`src/rtl/rstcause_pkg.sv`:
```
package rstcause_pkg;

  localparam logic [7:0] KEY_ARM  = 8'h55;
  localparam logic [7:0] KEY_FIRE = 8'hAA;

  typedef struct packed {
    logic por;
    logic pin;
    logic wdog;
    logic illOp;
    logic illAddr;
    logic lowVolt;
  } causeFlags_t;

  typedef struct packed {
    logic capture;
    logic cntClr;
    logic armSet;
    logic armClr;
    logic fireReq;
  } wdStrobe_t;

  function automatic logic [7:0] packStatus(causeFlags_t f);
    return {f.por, f.pin, f.wdog, f.illOp, f.illAddr, 1'b0, f.lowVolt, 1'b0};
  endfunction

endpackage

```
`src/rtl/rstcause_ctrl.sv`:
```
module rstcause_ctrl
  import rstcause_pkg::*;
(
  input  logic       busSel,
  input  logic       busWr,
  input  logic [7:0] busWrData,
  input  logic [1:0] wdogSel,
  input  logic       resetEntry,
  input  logic       armed,
  input  logic       atLimit,
  output wdStrobe_t  strobe
);

  logic enabled;
  logic wrHit;
  logic isArm;
  logic isFire;
  logic kick;
  logic badWr;

  always_comb begin
    enabled = (wdogSel != 2'b00);
    wrHit   = busSel & busWr;
    isArm   = (busWrData == KEY_ARM);
    isFire  = (busWrData == KEY_FIRE);
    kick    = wrHit & isFire & armed;
    badWr   = wrHit & ~isArm & ~isFire;

    strobe.capture = resetEntry;
    strobe.cntClr  = ~enabled | kick;
    strobe.fireReq = enabled & (badWr | (atLimit & ~kick));
    strobe.armSet  = enabled & wrHit & isArm;
    strobe.armClr  = ~enabled | (wrHit & ~isArm);
  end

endmodule

```
`src/rtl/rstcause_dp.sv`:
```
module rstcause_dp
  import rstcause_pkg::*;
#(
  parameter int SHORT_LOG2 = 5,
  parameter int MID_LOG2   = 8,
  parameter int LONG_LOG2  = 10
) (
  input  logic        clk,
  input  logic        hwRstN,
  input  wdStrobe_t   strobe,
  input  logic [1:0]  wdogSel,
  input  logic        srcPowerOn,
  input  logic        srcPin,
  input  logic        srcLowVolt,
  input  logic        srcIllegalOp,
  input  logic        srcIllegalAddr,
  input  logic        srcDebug,
  output logic        armed,
  output logic        atLimit,
  output logic        wdogReq,
  output causeFlags_t flagsQ
);

  localparam int CNT_W = LONG_LOG2;
  localparam int NUM_CODES = 4;

  logic [CNT_W-1:0] cntQ;
  logic             pendingQ;
  causeFlags_t      flagsNext;
  logic [CNT_W-1:0] limTab [NUM_CODES];

  // Terminal count per select code; code 0 is never compared (disabled).
  for (genvar g = 0; g < NUM_CODES; g++) begin : gLim
    localparam int LOG2 = (g == 1) ? SHORT_LOG2 : (g == 2) ? MID_LOG2 : LONG_LOG2;
    if (g == 0) begin : gOff
      assign limTab[g] = '0;
    end else begin : gOn
      assign limTab[g] = CNT_W'((64'd1 << LOG2) - 64'd1);
    end
  end

  assign atLimit = (wdogSel != 2'b00) && (cntQ == limTab[wdogSel]);

  always_comb begin
    flagsNext = '0;
    if (srcDebug) begin
      flagsNext = '0;
    end else if (srcPowerOn) begin
      flagsNext.por     = 1'b1;
      flagsNext.lowVolt = 1'b1;
    end else if (srcLowVolt) begin
      flagsNext.por     = flagsQ.por;
      flagsNext.lowVolt = 1'b1;
    end else begin
      flagsNext.pin     = srcPin;
      flagsNext.wdog    = pendingQ;
      flagsNext.illOp   = srcIllegalOp;
      flagsNext.illAddr = srcIllegalAddr;
    end
  end

  always_ff @(posedge clk or negedge hwRstN) begin
    if (!hwRstN) begin
      flagsQ   <= '0;
      cntQ     <= '0;
      armed    <= 1'b0;
      wdogReq  <= 1'b0;
      pendingQ <= 1'b0;
    end else if (strobe.capture) begin
      flagsQ   <= flagsNext;
      cntQ     <= '0;
      armed    <= 1'b0;
      wdogReq  <= 1'b0;
      pendingQ <= 1'b0;
    end else begin
      wdogReq <= strobe.fireReq;
      if (strobe.fireReq) pendingQ <= 1'b1;
      if (strobe.cntClr || strobe.fireReq) cntQ <= '0;
      else                                 cntQ <= cntQ + 1'b1;
      if (strobe.armSet)      armed <= 1'b1;
      else if (strobe.armClr) armed <= 1'b0;
    end
  end

endmodule

```
`src/rtl/rstcause_wdog.sv`:
```
module rstcause_wdog
  import rstcause_pkg::*;
#(
  parameter int SHORT_LOG2 = 5,
  parameter int MID_LOG2   = 8,
  parameter int LONG_LOG2  = 10
) (
  input  logic       clk,
  input  logic       hwRstN,
  input  logic       busSel,
  input  logic       busWr,
  input  logic [7:0] busWrData,
  output logic [7:0] busRdData,
  input  logic [1:0] wdogSel,
  input  logic       srcPowerOn,
  input  logic       srcPin,
  input  logic       srcLowVolt,
  input  logic       srcIllegalOp,
  input  logic       srcIllegalAddr,
  input  logic       srcDebug,
  input  logic       resetEntry,
  output logic       wdogReq
);

  wdStrobe_t   strobe;
  causeFlags_t flagsQ;
  logic        armed;
  logic        atLimit;
  logic [7:0]  statusQ;

  rstcause_ctrl u_ctrl (
    .busSel     (busSel),
    .busWr      (busWr),
    .busWrData  (busWrData),
    .wdogSel    (wdogSel),
    .resetEntry (resetEntry),
    .armed      (armed),
    .atLimit    (atLimit),
    .strobe     (strobe)
  );

  rstcause_dp #(
    .SHORT_LOG2 (SHORT_LOG2),
    .MID_LOG2   (MID_LOG2),
    .LONG_LOG2  (LONG_LOG2)
  ) u_dp (
    .clk            (clk),
    .hwRstN         (hwRstN),
    .strobe         (strobe),
    .wdogSel        (wdogSel),
    .srcPowerOn     (srcPowerOn),
    .srcPin         (srcPin),
    .srcLowVolt     (srcLowVolt),
    .srcIllegalOp   (srcIllegalOp),
    .srcIllegalAddr (srcIllegalAddr),
    .srcDebug       (srcDebug),
    .armed          (armed),
    .atLimit        (atLimit),
    .wdogReq        (wdogReq),
    .flagsQ         (flagsQ)
  );

  assign statusQ   = packStatus(flagsQ);
  assign busRdData = busSel ? statusQ : 8'h00;

endmodule

```
`config.mk`:
```
export PLATFORM = sky130hd
export DESIGN_NAME = rstcause_wdog
export DESIGN_NICKNAME = d
export VERILOG_FILES = /design/src/rtl/rstcause_pkg.sv /design/src/rtl/rstcause_ctrl.sv /design/src/rtl/rstcause_dp.sv /design/src/rtl/rstcause_wdog.sv
export SDC_FILE = /design/constraint.sdc
export NUM_CORES = 1
export LEC_CHECK = 0
export BUFFER_PORTS_ARGS = -buffer_cell sky130_fd_sc_hd__buf_2
export CAP_MARGIN = 20
export CORE_ASPECT_RATIO = 0.75
export CORE_MARGIN = 4
export CORE_UTILIZATION = 53
export CTS_CLUSTER_DIAMETER = 80
export DETAILED_ROUTE_END_ITERATION = 7
export PLACE_DENSITY = 0.89
export SLEW_MARGIN = 20
export SYNTH_ARGS = -nofsm -noshare
export SYNTH_HDL_FRONTEND = slang
export SYNTH_SLANG_ARGS = --single-unit
```
`constraint.sdc`:
```
create_clock -name clk -period 4.1 [get_ports clk]
set_input_delay 0.205 -clock clk [delete_from_list [all_inputs] [get_ports clk]]
set_output_delay 0.205 -clock clk [all_outputs]
set_load 0.01 [all_outputs]
```
==> results.md <==
* Status: completed
* Tot Pwr at 339 uW
* Max-cap violations at 0
* Seq. cell area at 475 um^2
* CTS tree: done
* Synth area leaders: dfrtp_1, xnor2_1, nor3_1
* CTS H-tree depth at 1
* Tmin final at 1.87 ns
* Yosys warning count at 0
* First-pass GRT wire length at 3.69 mm
* CP arrival at 2.02 ns
* Slew @ Worst Pin at 0.983 ns
* Slew Viols, Final at 0
* ANT cells at 0
* Total Routed Length at 2.19 mm
* Die height at 45.6 um
* Hold WS at 0.0873 ns
* Pwr dens at 285 mW/mm^2
* Pleak at 0.000542 uW
* Total gr overflow at 0
* Post-synth top area share at 0.477
* Final hold violation count at 0
* Setup CP Type: register to register
* # rows at 13
* Fillers at 130
* Synth area leader: dfrtp_1
* Post-CTS Setup Inserts at 0
* Clock root buffer: clkbuf_4
* P_sw at 89.3 uW
* DR WL/cell at 14.5 um
* Critical path peak fanout at 10
* # DRC at 0
* Clock Sinks at 19
* GRT Util Overall at 0.189
* Antenna Nets Post-Route at 0
* Vias/cell at 5.88
* I/O pins at 30
* Final Instance Area at 0.00119 mm^2
* DIE AREA at 0.00265 mm^2
* Area delta synth->final at 18.9%
* Initial core utilization at 0.568
* Final setup vio count at 0
* Worst IR Drop VDD at 0.195 mV
* Hold WC Path Type: input pin to register
* Largest net degree at the start of global routing at 20
* CP Launch Type: register
* Number of global-route vias before repair at 863
* Gate power share at 0.133
* Layout Nets at 152
* Synthesis-stage register bit count at 19
* Die Span X at 58.1 um
* Clock Power Share at 0.286
* Skew-Pair Late Insertion Delay at 0.31 ns
* Setup Skew at 0.00697 ns
* Total number of vias at 888
* Setup total negative slack at 0 ns
* Post-CTS Resized at 0
* Fmax at 533 MHz
* R2r setup slk at 2.23 ns
* Post-Syn Area at 997 um^2
* Number of buffers added on ports at 27
* Reg clk slew, reported paths at 0.11 ns
* Initial antenna violation count at 0
* Syn_area_per_cell at 10.2 um^2
* Placed cell areas at 0.00115 mm^2
* Switch share at 0.264
* Layout cell share with drive strength beyond 1 at 0.248
* Clk buf depth at 2
* Total CTS buffers at 3
* Final period utilization at 0.457
* Count of cell types in the netlist at 31
* RSZ-0062 raised after global routing: false
* Register area share after synthesis at 0.477
* Hold-fix buffers at CTS at 1
* Cells after Synth at 98
* Crit end category: register
* Internal at 249 uW
* Initial DRT Pass Iterations at 4
* Core box area at 0.00176 mm^2
* Data required time at the worst endpoint at 4.25 ns
* Share of power burned in registers at 0.580
* Relative slew slack at 0.340
* Initial DRC Count at 26
* Post-DP HPWL at 1.73 mm
* RD Place Congestion at 0.793
* Multi-input combinational cell area at 503 um^2
==> power groups by stage <==
stage	clock network [uW]	logic [uW]	registers, uW
CTS	98.6	45.7	196
floorplan	0	23.2	199
global route	107	50.6	197
global placement	0	42.6	200
detailed placement	0	44.8	200
finish	96.9	45.1	196
==> cell families (layout without fill, tap and decap cells) <==
| kind of cell | Yosys count | after routing | share of synthesized area |
|---|---|---|---|
| AND/OR/NAND/NOR | 49 | 49 | 0.276 |
| flip-flops | 19 | 19 | 0.477 |
| AO/OA/AOI/OAI | 15 | 15 | 0.129 |
| XOR/XNOR | 9 | 9 | 0.0791 |
| buffers and inverters | 4 | 34 | 0.0226 |
| adder cells (fa/ha/maj) | 1 | 1 | 0.0125 |
| other | 1 | 2 | 0.00376 |
==> worst max-delay path, cell delays in order (launching register included) <==
cell and delay (ns):
dfrtp_1 0.47, or4_1 0.49, a211o_1 0.35, o21ai_4 0.29
nor3_1 0.11
==> layer usage <==
| metal | part of all wire | GRT usage | vias up |
|---|---|---|---|
| li1 | - | - | 417 |
| met1 | 0.41 | 0.219 | 431 |
| met2 | 0.50 | 0.324 | 32 |
| met3 | 0.067 | 0.0425 | 8 |
| met4 | 0.026 | 0.116 | 0 |
| met5 | 0 | 0 | - |
==> final timing paths <==
| check | from | endpoint | cells past startpoint |
|---|---|---|---|
| worst max register to register | u_dp.cntQ[5] | u_dp.cntQ[9] | 4 |
| worst min register to register | u_dp.flagsQ[0] | u_dp.flagsQ[0] | 2 |
| min in group asynchronous | hwRstN | u_dp.flagsQ[2] | 2 |
| max in group asynchronous | hwRstN | u_dp.wdogReq | 2 |
| worst min-delay path | srcDebug | u_dp.flagsQ[5] | 2 |
| worst max-delay path | u_dp.cntQ[5] | u_dp.cntQ[9] | 4 |
==> cell usage after synthesis <==
cell type and instances:
o2bb2ai_1 5, a22o_1 1, buf_4 2, nand2_1 8, o31a_1 1, o32ai_1 1
nor4_1 1, conb_1 1, o21bai_1 1, and2_1 8, a211o_1 1, inv_1 2
nor2_1 5, o31ai_1 1, a22oi_1 1, nor3b_1 1, and3_1 2, nor4bb_1 2
o21ai_4 1, ha_1 1, nand4_1 3, xnor2_1 7, dfrtp_1 19, a21oi_1 1
or4bb_1 2, xor2_1 2, or3_1 1, nor3_1 12, nand3_1 3, or4_1 1
a31oi_1 1
==> registers in the layout (all words and copies together), names as in the netlist <==
name,flops
u_dp.cntQ,10
u_dp.pendingQ,1
u_dp.armed,1
u_dp.flagsQ,6
u_dp.wdogReq,1
==> final cells by class <==
| cell class | instances | area share |
|---|---|---|
| multi-input cells | 76 | 0.424 |
| flip-flops and latches | 19 | 0.401 |
| repair buffers | 28 | 0.122 |
| well taps | 22 | 0.0232 |
| clock buffers | 3 | 0.0190 |
| inverters | 2 | 0.00633 |
| clock inverters | 1 | 0.00422 |
==> per-stage QoR <==
step                setup slack [ns]  cells   util
global placement                2.32    146  0.654
finish                          2.23    151  0.675
CTS                             2.23    151  0.675
global route                    2.16    151  0.675
detailed placement              2.24    146  0.654
floorplan                       2.39     99      -
==> cell usage in the layout (no fill, tap or decap), types with 2 or more instances in the layout <==
cell type  count
o2bb2ai_1      5
inv_1          2
nand3_1        3
conb_1         2
clkbuf_4       3
or4bb_1        2
and2_1         8
nor3_1        12
nand2_1        8
and3_1         2
buf_2         27
nand4_1        3
dfrtp_1       19
nor4bb_1       2
nor2_1         5
xor2_1         2
xnor2_1        7
No activity file was read; power rests on OpenSTA's default activity.
